File: config.mk
export PLATFORM = sky130hd
export DESIGN_NAME = gpio_setclr_bank
export DESIGN_NICKNAME = d
export VERILOG_FILES = /design/src/rtl/gpio_bank_pkg.sv /design/src/rtl/gpio_rst_sync.sv /design/src/rtl/gpio_bus_decode.sv /design/src/rtl/gpio_oe_ctrl.sv /design/src/rtl/gpio_dout_reg.sv /design/src/rtl/gpio_in_sample.sv /design/src/rtl/gpio_setclr_bank.sv
export SDC_FILE = /design/constraint.sdc
export NUM_CORES = 1
export LEC_CHECK = 0
export BUFFER_PORTS_ARGS = -buffer_cell sky130_fd_sc_hd__buf_2
export CAP_MARGIN = 40
export CORE_MARGIN = 2
export CORE_UTILIZATION = 34
export CTS_CLUSTER_DIAMETER = 40
export DETAILED_ROUTE_END_ITERATION = 12
export PLACE_DENSITY = 0.83
export SETUP_SLACK_MARGIN = 0.2
export SYNTH_ARGS = -nofsm -noshare
export SYNTH_HDL_FRONTEND = slang
export SYNTH_HIERARCHICAL = 1
export SYNTH_SLANG_ARGS = --single-unit
File: constraint.sdc
create_clock -name clk -period 2.6 [get_ports clk]
set_input_delay 0.26 -clock clk [delete_from_list [all_inputs] [get_ports clk]]
set_output_delay 0.26 -clock clk [all_outputs]
set_load 0.05 [all_outputs]
File: src/rtl/gpio_bank_pkg.sv
package gpio_bank_pkg;
  localparam int unsigned DATA_W     = 32;
  localparam int unsigned LANES      = DATA_W / 8;
  localparam int unsigned NIB_W      = 4;
  localparam int unsigned LANE_DOUT  = 1;
  localparam int unsigned LANE_OE    = 2;
  localparam int unsigned DOUT_LSB   = 8;
  localparam int unsigned OE_CLR_LSB = 16;
  localparam int unsigned OE_SET_LSB = 20;
  localparam int unsigned DIN_LSB    = 28;

  typedef struct packed {
    logic dout_stb;
    logic oe_stb;
  } lane_stb_t;
endpackage

File: src/rtl/gpio_rst_sync.sv
module gpio_rst_sync #(
  parameter int unsigned STAGES = 2
) (
  input  logic clk,
  input  logic rst_n,
  output logic rst_sync_n
);
  logic [STAGES-1:0] chain_q;

  always_ff @(posedge clk or negedge rst_n) begin
    if (!rst_n) chain_q <= '0;
    else        chain_q <= {chain_q[STAGES-2:0], 1'b1};
  end

  assign rst_sync_n = chain_q[STAGES-1];
endmodule

File: src/rtl/gpio_bus_decode.sv
module gpio_bus_decode
  import gpio_bank_pkg::*;
#(
  parameter int unsigned ADDR_W   = 6,
  parameter int unsigned REG_ADDR = 6'h19
) (
  input  logic              wr_en,
  input  logic [ADDR_W-1:0] addr,
  input  logic [LANES-1:0]  be_n,
  output logic              hit,
  output lane_stb_t         stb
);
  localparam logic [ADDR_W-1:0] MATCH = ADDR_W'(REG_ADDR);

  always_comb begin
    hit          = (addr == MATCH);
    stb.dout_stb = wr_en && hit && !be_n[LANE_DOUT];
    stb.oe_stb   = wr_en && hit && !be_n[LANE_OE];
  end
endmodule

File: src/rtl/gpio_oe_ctrl.sv
module gpio_oe_ctrl #(
  parameter int unsigned NUM_PINS = 4
) (
  input  logic                clk,
  input  logic                rst_n,
  input  logic                oe_stb,
  input  logic [NUM_PINS-1:0] set_bits,
  input  logic [NUM_PINS-1:0] clr_bits,
  output logic [NUM_PINS-1:0] oe_q
);
  logic [NUM_PINS-1:0] oe_nxt;

  always_comb begin
    oe_nxt = oe_q;
    if (oe_stb) oe_nxt = (oe_q | set_bits) & ~clr_bits;
  end

  always_ff @(posedge clk or negedge rst_n) begin
    if (!rst_n)      oe_q <= '0;
    else if (oe_stb) oe_q <= oe_nxt;
  end

  assert_set_R2: assert property (@(posedge clk) disable iff (!rst_n)
    oe_stb |=> ((oe_q & $past(set_bits & ~clr_bits)) == $past(set_bits & ~clr_bits)));
  assert_clear_wins_R5: assert property (@(posedge clk) disable iff (!rst_n)
    oe_stb |=> ((oe_q & $past(clr_bits)) == '0));
  assert_zero_keeps_R4: assert property (@(posedge clk) disable iff (!rst_n)
    oe_stb |=> ((oe_q & ~$past(set_bits | clr_bits)) == ($past(oe_q) & ~$past(set_bits | clr_bits))));
  assert_oe_idle_R11: assert property (@(posedge clk) disable iff (!rst_n)
    !oe_stb |=> $stable(oe_q));
endmodule

File: src/rtl/gpio_dout_reg.sv
module gpio_dout_reg #(
  parameter int unsigned NUM_PINS = 4
) (
  input  logic                clk,
  input  logic                rst_n,
  input  logic                dout_stb,
  input  logic [NUM_PINS-1:0] dout_wr,
  output logic [NUM_PINS-1:0] dout_q
);
  logic [NUM_PINS-1:0] dout_nxt;

  always_comb begin
    dout_nxt = dout_q;
    if (dout_stb) dout_nxt = dout_wr;
  end

  always_ff @(posedge clk or negedge rst_n) begin
    if (!rst_n)        dout_q <= '0;
    else if (dout_stb) dout_q <= dout_nxt;
  end

  assert_dout_load_R7: assert property (@(posedge clk) disable iff (!rst_n)
    dout_stb |=> (dout_q == $past(dout_wr)));
  assert_dout_idle_R11: assert property (@(posedge clk) disable iff (!rst_n)
    !dout_stb |=> $stable(dout_q));
endmodule

File: src/rtl/gpio_in_sample.sv
module gpio_in_sample #(
  parameter int unsigned NUM_PINS = 4
) (
  input  logic                clk,
  input  logic                rst_n,
  input  logic [NUM_PINS-1:0] pin_in,
  output logic [NUM_PINS-1:0] pin_q
);
  always_ff @(posedge clk or negedge rst_n) begin
    if (!rst_n) pin_q <= '0;
    else        pin_q <= pin_in;
  end

  assert_one_stage_R9: assert property (@(posedge clk) disable iff (!rst_n)
    1'b1 |=> (pin_q == $past(pin_in)));
endmodule

File: src/rtl/gpio_setclr_bank.sv
module gpio_setclr_bank
  import gpio_bank_pkg::*;
#(
  parameter int unsigned NUM_PINS = 4,
  parameter int unsigned ADDR_W   = 6,
  parameter int unsigned REG_ADDR = 6'h19
) (
  input  logic                clk,
  input  logic                rst_n,
  input  logic                wr_en,
  input  logic [ADDR_W-1:0]   addr,
  input  logic [LANES-1:0]    be_n,
  input  logic [DATA_W-1:0]   wdata,
  output logic [DATA_W-1:0]   rdata,
  input  logic [NUM_PINS-1:0] pin_in,
  output logic [NUM_PINS-1:0] pin_oe,
  output logic [NUM_PINS-1:0] pin_out
);
  localparam int unsigned PINS_OK = (NUM_PINS >= 1 && NUM_PINS <= NIB_W) ? 1 : 0;

  generate
    if (PINS_OK == 0) begin : g_bad_pins
      initial $error("NUM_PINS must lie between 1 and %0d", NIB_W);
    end
  endgenerate

  logic                rst_sync_n;
  logic                hit;
  lane_stb_t           stb;
  logic [NUM_PINS-1:0] oe_q;
  logic [NUM_PINS-1:0] dout_q;
  logic [NUM_PINS-1:0] pin_q;

  gpio_rst_sync #(.STAGES(2)) u_rst (
    .clk        (clk),
    .rst_n      (rst_n),
    .rst_sync_n (rst_sync_n)
  );

  gpio_bus_decode #(.ADDR_W(ADDR_W), .REG_ADDR(REG_ADDR)) u_dec (
    .wr_en (wr_en),
    .addr  (addr),
    .be_n  (be_n),
    .hit   (hit),
    .stb   (stb)
  );

  gpio_oe_ctrl #(.NUM_PINS(NUM_PINS)) u_oe (
    .clk      (clk),
    .rst_n    (rst_sync_n),
    .oe_stb   (stb.oe_stb),
    .set_bits (wdata[OE_SET_LSB +: NUM_PINS]),
    .clr_bits (wdata[OE_CLR_LSB +: NUM_PINS]),
    .oe_q     (oe_q)
  );

  gpio_dout_reg #(.NUM_PINS(NUM_PINS)) u_dout (
    .clk      (clk),
    .rst_n    (rst_sync_n),
    .dout_stb (stb.dout_stb),
    .dout_wr  (wdata[DOUT_LSB +: NUM_PINS]),
    .dout_q   (dout_q)
  );

  gpio_in_sample #(.NUM_PINS(NUM_PINS)) u_in (
    .clk    (clk),
    .rst_n  (rst_sync_n),
    .pin_in (pin_in),
    .pin_q  (pin_q)
  );

  always_comb begin
    rdata = '0;
    if (hit) begin
      rdata[DOUT_LSB   +: NUM_PINS] = dout_q;
      rdata[OE_CLR_LSB +: NUM_PINS] = oe_q;
      rdata[OE_SET_LSB +: NUM_PINS] = oe_q;
      rdata[DIN_LSB    +: NUM_PINS] = pin_q;
    end
  end

  assign pin_oe  = oe_q;
  assign pin_out = dout_q;

  assert_miss_reads_zero_R10: assert property (@(posedge clk) disable iff (!rst_sync_n)
    !hit |-> (rdata == '0));
  assert_no_write_no_change_R11: assert property (@(posedge clk) disable iff (!rst_sync_n)
    !wr_en |=> ($stable(pin_oe) && $stable(pin_out)));
  assert_fields_agree_R8: assert property (@(posedge clk) disable iff (!rst_sync_n)
    hit |-> (rdata[OE_SET_LSB +: NIB_W] == rdata[OE_CLR_LSB +: NIB_W]));
endmodule

==> flow_summary_export.csv, run 1 <==
group,metric,value,unit
global_routing,grt_max_degree,13,
sta,drv_slew,0,
route,drtIter0Drc,2,
floorplanning,die_area,0.00254,sq mm
sta,finalClockSkew,0.000769,ns
sta,hold_violations,0,
critical_path,endpoint_kind,"primary output",
sta,period_share,0.729,
hold_path,min-delay-start,"pin_in[1]",
hold_path,min_path_type,"input pin to flip-flop",
route,wirelength,1.48,mm
hold_path,min_path_cells,1,
synth,ys_types,13,
synth,yosysSeqAreaShare,0.478,
power,power.internal,347,uW
sta,fmax,527,MHz
route,wire_per_inst,10.3,um
synth,synth-seq-cells,14,
floorplanning,core,0.00200,sq mm
critical_path,regToRegEndpoint,"u_dout/dout_q[2]",
sta,totalNegativeSetupSlack,0,ns
clock_tree,post_cts_buffers,0,
global_routing,grt_usage,0.124,
synth,synth.area.top_cells,"dfrtp_1 48%, buf_4 20%, and2_2 8.2%",
clock_tree,tritoncts,"done",
route,num_vias,585,
critical_path,reg2regPathDepth,1,
final_layout,diodes,0,
clock_tree,insertion_delay,0.26,ns
clock_tree,cts_sinks,14,
global_routing,grt_pass1_vias,575,
clock_tree,cts_buffers,3,
power,clkPwrFrac,0.278,
critical_path,worstPathArrival,1.64,ns
sta,worst_pin_slew,0.593,ns
power,power_switching,177,uW
place,place_inst,139,
run_status,status,"complete, no violations",
clock_tree,clockBufferDepth,2,
power,swShare,0.338,
sta,setup_violations,0,
final_layout,layout-drive-gt1-share,0.581,
critical_path,crit_required,2.34,ns
sta,rsz0062_at_grt,"false",
synth,synthCells,67,
critical_path,startpoint_type,"input pin",
power,p_leak,0.586,nW
sta,setup_ws,0.704,ns
route,viasPerCell,4.06,
final_layout,area_delta_synth_final,32.1,%
place,gp_congestion,0.658,
floorplanning,initial_utilization,0.366,
clock_tree,root_buffer,"clkbuf_4",
critical_path,r2r-start,"u_dout/dout_q[2]",
critical_path,path_class,"input pin to primary output",
global_routing,antenna_found_initial,0,
final_layout,num-fill-cells,196,
route,dr.pass1.iters,4,
synth,yosys.area.top_type,"dfrtp_1",
floorplanning,num_rows,16,
place,placed_area,922,sq um
sta,fin_crit,1.90,ns
clock_tree,cts.clk_slew.worst_paths,0.08,ns
synth,synth_top_area_share,0.478,
power,seq_power_share,0.464,
route,antenna_left,0,
route,drcViolationCount,0,
synth,synth_warnings,6,
floorplanning,num_io_pins,89,
floorplanning,die_h,50.4,um
final_layout,stdcell_area,968,sq um
synth,avgSynthCellArea,10.9,sq um
place,io_buffers,50,
critical_path,rrSetupSlack,1.82,ns
critical_path,path_max_fanout,12,
hold_path,whs_endpoint,"u_in/pin_q[1]",
power,p_comb_frac,0.258,
clock_tree,htree_levels,1,
global_routing,grt_pass1_wl,2.44,mm
floorplanning,die_x,50.4,um
final_layout,layout.cells.non_filler,144,
final_layout,fin_util,0.484,
place,dpl.hpwl,1.26,mm
place,pre_cts_slack,0.689,ns
sta,slew_headroom,0.603,
job,maxCapViolCount,0,
synth,synth_area,733,sq um
power,power_density,542,mW/mm^2
global_routing,gr-total-overflow,0,
power,max-vdd-ir-drop,0.000320,V
final_layout,nNetsFinal,167,
[power groups by stage]
stage                     combinational, mW  clock [mW]  sequential [mW]
after detailed placement              0.134           0            0.249
after global routing                  0.143       0.163            0.247
after CTS                             0.136       0.151            0.244
after floorplan                      0.0843           0            0.282
final                                 0.135       0.146            0.244
after global placement                0.132           0            0.247
[layout make-up]
class | instances | area (sq um) | area share
Clock buffer | 4 | 36.3 | 0.0375
Tap cell | 27 | 33.8 | 0.0349
Timing Repair Buffer | 53 | 275 | 0.284
Multi-Input combinational cell | 46 | 273 | 0.282
Sequential cell | 14 | 350 | 0.362
[Yosys cell counts]
library cell	number
mux2_2	4
nand2b_1	1
nand4bb_1	1
a21oi_1	8
buf_6	1
nor2_1	1
and2_2	8
buf_2	1
dfrtp_1	14
and2_1	4
buf_4	20
nor4b_1	2
conb_1	2
[per-layer routing]
metal | vias to the layer above | track usage | routed length (um)
met3 | 0 | 0.0238 | 158
met4 | 0 | 0.0405 | 0
met5 | - | 0 | 0
met1 | 268 | 0.122 | 523
met2 | 39 | 0.252 | 794
li1 | 278 | - | -
[through the flow]
stage	hold slack [ns]	total power, mW
floorplan	-0.0356	0.367
global placement	0.0462	0.380
detailed placement	0.0477	0.383
CTS	0.0865	0.531
global route	0.0789	0.553
finish	0.0963	0.525
[sequential cells by signal, summed over array words and instances, names as in the netlist]
| register | cells |
|---|---|
| u_dout/dout_q | 4 |
| u_in/pin_q | 4 |
| u_oe/oe_q | 4 |
| u_rst/chain_q | 2 |
[cells in the final DEF, fill, tap and decap left out]
master	synthesis	final
buf_2	1	50
conb_1	2	17
dfrtp_1	14	14
and2_2	8	8
a21oi_1	8	8
and2_1	4	4
mux2_2	4	4
clkbuf_4	0	3
nor4b_1	2	2
buf_4	20	2
clkbuf_8	0	1
dlygate4sd3_1	0	1
nand4bb_1	1	1
nand2b_1	1	1
nor2_1	1	1
[how the worst max path moves through the flow]
stage	from	to	slack, ns	cells after the start
after floorplan	addr[5]	rdata[21]	0.83	5
after global placement	addr[5]	rdata[16]	0.71	5
after detailed placement	addr[5]	rdata[19]	0.69	5
after CTS	addr[5]	rdata[19]	0.69	5
after global routing	addr[5]	rdata[20]	0.51	5
final	addr[5]	rdata[19]	0.70	5
[logic make-up (layout without fill, tap and decap cells)]
group,Yosys count,after routing,synth area share
buf+inv,22,57,0.227
flops,14,14,0.478
simple gates,17,17,0.169
other cells,2,17,0.0102
mux,4,4,0.0614
compound gates,8,8,0.0546
[worst max-delay path, cell delays in order]
cell and delay (ns):
buf_2 0.09, nand4bb_1 0.24, nor2_1 0.52, and2_2 0.26, buf_2 0.26
[what timing repair did]
item                                    in CTS  in global routing
hold buffers                                 1                  0
gates resized for setup                      0                  0
endpoints found under the setup margin       0                  0
endpoints found under the hold margin        2                  0
Power figures use the tool's default switching activity.
==> run 2: changes to the inputs <==
--- a/config.mk
+++ b/config.mk
@@ -5,13 +5,15 @@
 export SDC_FILE = /design/constraint.sdc
 export NUM_CORES = 1
 export LEC_CHECK = 0
+export ABC_AREA = 1
 export BUFFER_PORTS_ARGS = -buffer_cell sky130_fd_sc_hd__buf_2
 export CAP_MARGIN = 40
+export CORE_ASPECT_RATIO = 0.6
 export CORE_MARGIN = 2
-export CORE_UTILIZATION = 34
+export CORE_UTILIZATION = 33
 export CTS_CLUSTER_DIAMETER = 40
 export DETAILED_ROUTE_END_ITERATION = 12
-export PLACE_DENSITY = 0.83
+export PLACE_DENSITY = 0.78
 export SETUP_SLACK_MARGIN = 0.2
 export SYNTH_ARGS = -nofsm -noshare
 export SYNTH_HDL_FRONTEND = slang
==> constraint.sdc (replaced) <==
create_clock -name clk -period 1.8 [get_ports clk]
set_input_delay 0.18 -clock clk [delete_from_list [all_inputs] [get_ports clk]]
set_output_delay 0.18 -clock clk [all_outputs]
set_load 0.05 [all_outputs]
==> run 2 against run 1 <==
  * Clock power grew 100%
  * Core utilization grew 0.081 points
  * Global-route usage is 1.9 points lower
  * Largest cell class unchanged
  * Sequential share of layout area fell by 3.7 points
  * Critical endpoint unchanged
  * Cell area is 11% higher
  * Wire length rose by 1.2%
  * Final cell count is 31% higher
  * Critical path depth increased by 2
  * Via count increased by 17%
  * Register-to-register slack lost 0.71 ns
  * Combinational power increased by 54%
  * Clock skew is essentially flat
==> flow_summary_export.csv, run 2 <==
group,metric,value,unit
critical_path,crit_required,1.62,ns
route,drcViolationCount,0,
clock_tree,clockBufferDepth,2,
synth,avgSynthCellArea,7.43,sq um
run_status,status,"complete, no violations",
clock_tree,tritoncts,"done",
global_routing,grt_max_degree,13,
global_routing,grt_pass1_wl,2.24,mm
final_layout,num-fill-cells,229,
critical_path,r2r-start,"u_oe/oe_q[1]",
clock_tree,ctsResizeCount,0,
global_routing,antenna_found_initial,0,
final_layout,final_common_cell,"buf_2",
final_layout,layout-drive-gt1-share,0.411,
floorplanning,num_rows,13,
synth,synth_top_family_by_area,"buffers and inverters",
clock_tree,root_buffer,"clkbuf_8",
critical_path,rrSetupSlack,1.11,ns
sta,fmax,721,MHz
clock_tree,htree_levels,1,
clock_tree,cts_buffers,3,
synth,synthCells,108,
power,max-vdd-ir-drop,0.000489,V
synth,yosysMostFrequentCell,"nand2_1",
sta,fin_crit,1.39,ns
synth,yosysSeqAreaShare,0.437,
clock_tree,cts_hold_buf,1,
route,top_layer_used,"met3",
critical_path,startpoint_type,"input pin",
place,io_buffers,50,
critical_path,crit_path_end,"rdata[19]",
final_layout,final_cell_mix,"50 x buf_2, 42 x nand2_1, 17 x inv_1, 17 x conb_1, 14 x dfrtp_1",
hold_path,min-delay-start,"pin_in[2]",
route,wirelength,1.49,mm
global_routing,grt_pass1_vias,548,
synth,synth_fa_ha_area_frac,0,
route,antenna_left,0,
global_routing,gr-total-overflow,0,
clock_tree,cts.clk_slew.worst_paths,0.06,ns
critical_path,endpoint_kind,"primary output",
synth,synth.area.top_cells,"dfrtp_1 44%, nand2_1 20%, buf_4 19%",
route,drtIter0Drc,9,
synth,synth_edf_count,0,
critical_path,regToRegEndpoint,"u_oe/oe_q[1]",
clock_tree,cts_sinks,14,
final_layout,nNetsFinal,208,
synth,synth_warnings,6,
final_layout,area_delta_synth_final,34.6,%
place,gp_congestion,0.586,
synth,muxShareOfSynthArea,0,
route,met3_length,193,um
final_layout,largestRegisters,"u_dout/dout_q x4, u_in/pin_q x4, u_oe/oe_q x4",
synth,synth_area,802,sq um
critical_path,startpoint,"addr[5]",
final_layout,register_area,350,sq um
critical_path,reg2regPathDepth,4,
floorplanning,die_x,67.6,um
route,wire_per_inst,7.94,um
final_layout,multi_input_area,264,sq um
hold_path,min_path_type,"input pin to flip-flop",
route,dr.pass1.iters,4,
sta,rsz0062_at_grt,"false",
place,dpl.hpwl,1.24,mm
synth,synth-xor-area-share,0,
global_routing,grt_usage,0.105,
final_layout,diodes,0,
sta,drv_slew,0,
synth,synthArstFlopShare,1.00,
synth,synth-seq-cells,14,
route,wirelength_met1,680,um
synth,yosys_most_used_dff,"dfrtp_1",
floorplanning,die_area,0.00285,sq mm
sta,totalNegativeSetupSlack,0,ns
route,detailroute.wirelength.met2,619,um
synth,synth_top_area_share,0.437,
route,num_vias,682,
clock_tree,insertion_delay,0.24,ns
synth,synthSimpleGateAreaFrac,0.243,
synth,synth_commonest_cells,"42 x nand2_1, 21 x inv_1, 20 x buf_4",
power,p_leak,0.700,nW
sta,hold_violations,0,
sta,period_share,0.770,
synth,synth_compound_area_frac,0,
sta,setup_violations,0,
power,finalPower,860,uW
power,power_density,796,mW/mm^2
job,maxCapViolCount,0,
synth,yosys.area.top_type,"dfrtp_1",
floorplanning,num_io_pins,89,
sta,finalClockSkew,0.00121,ns
floorplanning,initial_utilization,0.360,
clock_tree,post_cts_buffers,0,
synth,ys_types,12,
floorplanning,die_h,42.2,um
floorplanning,core,0.00223,sq mm
critical_path,path_class,"input pin to primary output",
critical_path,path_max_fanout,12,
critical_path,worstPathArrival,1.21,ns
route,viasPerCell,3.63,
[run 2: worst min path at each step]
| stage | endpoint | slack (ns) | depth (start not counted) |
|---|---|---|---|
| after floorplan | u_rst/chain_q[0] | -0.12 | 0 |
| after global routing | u_in/pin_q[3] | 0.03 | 1 |
| after global placement | u_rst/chain_q[0] | -0.03 | 1 |
| after detailed placement | u_rst/chain_q[1] | -0.03 | 1 |
| after CTS | u_in/pin_q[2] | 0.04 | 1 |
| final | u_in/pin_q[2] | 0.04 | 1 |
[run 2: worst max-delay path: stages]
cell and delay, ns:
buf_2 0.10, nor2_2 0.12, nor3b_2 0.16, buf_4 0.21, nand2_1 0.10, clkinvlp_4 0.07, buf_2 0.25
[run 2: final cells by class]
type                       instances  share of cell area
clock buffer                       4              0.0510
inverter                          22              0.0904
multi-input combinational         65               0.244
sequential                        14               0.324
tap                               30              0.0348
timing repair buffer              53               0.255
[run 2: kinds of logic after synthesis]
group / Yosys count
other: 2
DFF: 14
and+or+nand+nor: 48
buffers and inverters: 44
[run 2: report_power, final]
part | leakage [nW] | internal [mW] | switching (mW) | total, mW
sequential | 0.162 | 0.336 | 0.0164 | 0.353
combinational | 0.509 | 0.0432 | 0.165 | 0.208
clock | 0.0288 | 0.193 | 0.105 | 0.299
[run 2: per-stage QoR]
step           area, sq um  cells  hold WS (ns)  utilization  setup slack (ns)
2_1_floorplan          873    123        -0.116            -             0.279
3_5_place_dp          1010    183       -0.0332        0.455             0.402
3_3_place_gp          1010    183       -0.0317        0.455             0.411
4_1_cts               1080    188        0.0356        0.485             0.400
5_1_grt               1080    188        0.0296        0.485             0.302
6_report              1080    188        0.0426        0.485             0.413
[run 2: per-layer routing]
metal  track usage  vias up
met4        0.0122        0
met2         0.171       38
met5             0        -
met1         0.125      281
li1              -      363
met3        0.0565        0
==> run 3: changes to the inputs <==
--- a/config.mk
+++ b/config.mk
@@ -5,15 +5,15 @@
 export SDC_FILE = /design/constraint.sdc
 export NUM_CORES = 1
 export LEC_CHECK = 0
-export ABC_AREA = 1
+export ABC_AREA = 0
 export BUFFER_PORTS_ARGS = -buffer_cell sky130_fd_sc_hd__buf_2
 export CAP_MARGIN = 40
 export CORE_ASPECT_RATIO = 0.6
 export CORE_MARGIN = 2
-export CORE_UTILIZATION = 33
+export CORE_UTILIZATION = 29
 export CTS_CLUSTER_DIAMETER = 40
 export DETAILED_ROUTE_END_ITERATION = 12
-export PLACE_DENSITY = 0.78
+export PLACE_DENSITY = 0.76
 export SETUP_SLACK_MARGIN = 0.2
 export SYNTH_ARGS = -nofsm -noshare
 export SYNTH_HDL_FRONTEND = slang
==> constraint.sdc (replaced) <==
create_clock -name clk -period 1.2 [get_ports clk]
set_input_delay 0.12 -clock clk [delete_from_list [all_inputs] [get_ports clk]]
set_output_delay 0.12 -clock clk [all_outputs]
set_load 0.05 [all_outputs]
==> run 3 against run 2 <==
  * Clock skew rose by 0.0067 ns
  * Worst hold slack worse by 0.0045 ns
  * Sequential cell count is the same
  * Via count down 12%
  * Final cell count fell by 18%
  * Core utilization rose by 4.7 points
  * Sequential power grew 51%
  * Sequential share of layout area is 5.2 points lower
  * Cell area increased by 21%
  * First-iteration DRC count decreased by 56%
  * Register-to-register slack worse by 0.69 ns
  * Highest routed layer unchanged
==> flow_summary_export.csv, run 3 (synthesis results as in run 1) <==
group,metric,value,unit
final_layout,area_delta_synth_final,77.6,%
critical_path,cpPeakStageDelay,0.26,ns
sta,hold_violations,0,
critical_path,crit_slowest_cell,"nand4bb_4",
global_routing,antenna_found_initial,0,
floorplanning,die_x,68.9,um
clock_tree,root_buffer,"clkbuf_8",
critical_path,rrSetupSlack,0.42,ns
route,viasPerCell,3.87,
critical_path,r2r-start,"u_dout/dout_q[1]",
route,antenna_left,0,
power,seq_power_share,0.427,
critical_path,endpoint_kind,"primary output",
critical_path,path_class,"input pin to primary output",
sta,finalClockSkew,0.00787,ns
floorplanning,initial_utilization,0.299,
final_layout,final_cell_mix,"26 x buf_2, 17 x conb_1, 16 x buf_8",
global_routing,gr-total-overflow,0,
global_routing,grt_pass1_vias,553,
global_routing,grt_pass1_wl,2.23,mm
power,power_density,960,mW/mm^2
global_routing,grt_max_degree,13,
floorplanning,core,0.00245,sq mm
critical_path,path_cells,"buf_6, nand4bb_4, nor2_4, buf_6, and2_4, buf_8",
job,maxCapViolCount,0,
clock_tree,cts_buffers,3,
sta,fin_crit,1.16,ns
clock_tree,tritoncts,"done",
final_layout,layout-drive-gt1-share,0.659,
critical_path,worstPathArrival,1.04,ns
hold_path,whs_endpoint,"u_oe/oe_q[1]",
final_layout,multi_input_area,344,sq um
clock_tree,htree_levels,1,
sta,fmax,859,MHz
critical_path,path_buf_inv,3,
critical_path,path_common_cell,"buf_6",
sta,totalNegativeSetupSlack,0,ns
route,num_vias,600,
critical_path,crit_required,1.08,ns
critical_path,startpoint_type,"input pin",
place,dpl.hpwl,1.19,mm
hold_path,min_path_type,"input pin to flip-flop",
route,wirelength,1.64,mm
final_layout,final_common_cell,"buf_2",
final_layout,nNetsFinal,173,
floorplanning,die_area,0.00296,sq mm
critical_path,path_max_fanout,8,
power,p_leak,0.662,nW
final_layout,largestRegisters,"u_dout/dout_q x4, u_in/pin_q x4, u_oe/oe_q x4",
sta,period_share,0.970,
final_layout,num-fill-cells,212,
power,clkPwrFrac,0.301,
route,drtIter0Drc,4,
final_layout,layout.cells.non_filler,155,
clock_tree,cts.clk_slew.worst_paths,0.06,ns
power,p_comb_frac,0.272,
sta,rsz0062_at_grt,"true",
place,place_inst,145,
critical_path,regToRegEndpoint,"u_dout/dout_q[1]",
floorplanning,num_rows,14,
critical_path,reg2regPathDepth,1,
clock_tree,cts_sinks,14,
floorplanning,die_h,43.0,um
route,drcViolationCount,0,
global_routing,grt_usage,0.105,
route,dr.pass1.iters,2,
place,io_buffers,50,
critical_path,crit_family,"simple AND/OR/NAND/NOR gates",
run_status,status,"complete, no violations",
clock_tree,insertion_delay,0.24,ns
power,power_switching,407,uW
sta,setup_violations,0,
power,power.internal,843,uW
final_layout,register_area,355,sq um
power,swShare,0.325,
floorplanning,num_io_pins,89,
hold_path,min-delay-start,"wdata[17]",
hold_path,min_path_cells,2,
route,wire_per_inst,10.6,um
power,max-vdd-ir-drop,0.000476,V
final_layout,diodes,0,
clock_tree,clockBufferDepth,2,
place,gp_congestion,0.610,
sta,drv_slew,0,
## run 3: cell types whose count changed in the layout (fill, tap and decap cells not counted), sizes merged
cell,delta
nand2,-42
inv,-18
and2,+12
a21oi,+8
clkinvlp,-4
dlygate4sd3,+4
mux2,+4
nor2,-3
clkbuf,+2
nor4b,+2
nand2b,+1
nand3,-1
nand4bb,+1
nor3b,-1
## run 3: per-stage QoR
stage | hold slack (ns) | total power, mW | setup slack, ns | cell area (sq um) | utilization
after global placement | -0.0943 | 0.837 | -0.174 | 990 | 0.404
after CTS | 0.0339 | 1.26 | 0.0444 | 1270 | 0.518
after floorplan | -0.176 | 0.806 | -0.0111 | 870 | -
after global routing | 0.0281 | 1.32 | -0.00191 | 1300 | 0.531
final | 0.0381 | 1.25 | 0.0365 | 1300 | 0.531
after detailed placement | -0.0923 | 0.841 | -0.210 | 990 | 0.404
## run 3: power groups by stage
stage                     clock network (mW)  logic [mW]  registers [mW]
after floorplan                            0       0.190           0.616
after global placement                     0       0.299           0.538
after detailed placement                   0       0.301           0.540
after CTS                              0.394       0.329           0.533
after global routing                   0.423       0.357           0.538
final                                  0.376       0.341           0.533
## run 3: metal layers
layer / GRT usage / wire (um)
met1: 0.0982 / 597
met2: 0.206 / 822
met3: 0.0477 / 219
met4: 0.0235 / 0
met5: 0 / 0
## run 3: how the worst max path moves through the flow
| stage | from | slack, ns | end | cells past startpoint |
|---|---|---|---|---|
| after floorplan | addr[5] | -0.01 | u_dout/dout_q[0] | 3 |
| after global placement | addr[5] | -0.17 | u_dout/dout_q[0] | 4 |
| after detailed placement | addr[5] | -0.21 | u_dout/dout_q[0] | 4 |
| after CTS | addr[1] | 0.04 | rdata[20] | 6 |
| after global routing | addr[1] | -0.002 | rdata[16] | 6 |
| final | addr[1] | 0.04 | rdata[20] | 6 |
## run 3: final cells by class
class                   count  share of cell area
multi-input cells          46               0.264
repair buffers             59               0.398
flip-flops and latches     14               0.273
well taps                  32              0.0307
clock buffers               4              0.0346
## run 3: repair_timing
item	in CTS	in global routing
setup buffers	1	0
hold buffers	5	0
pin swaps	3	0
resized for setup	52	16
setup endpoints to repair	24	31
hold endpoints to repair	6	0
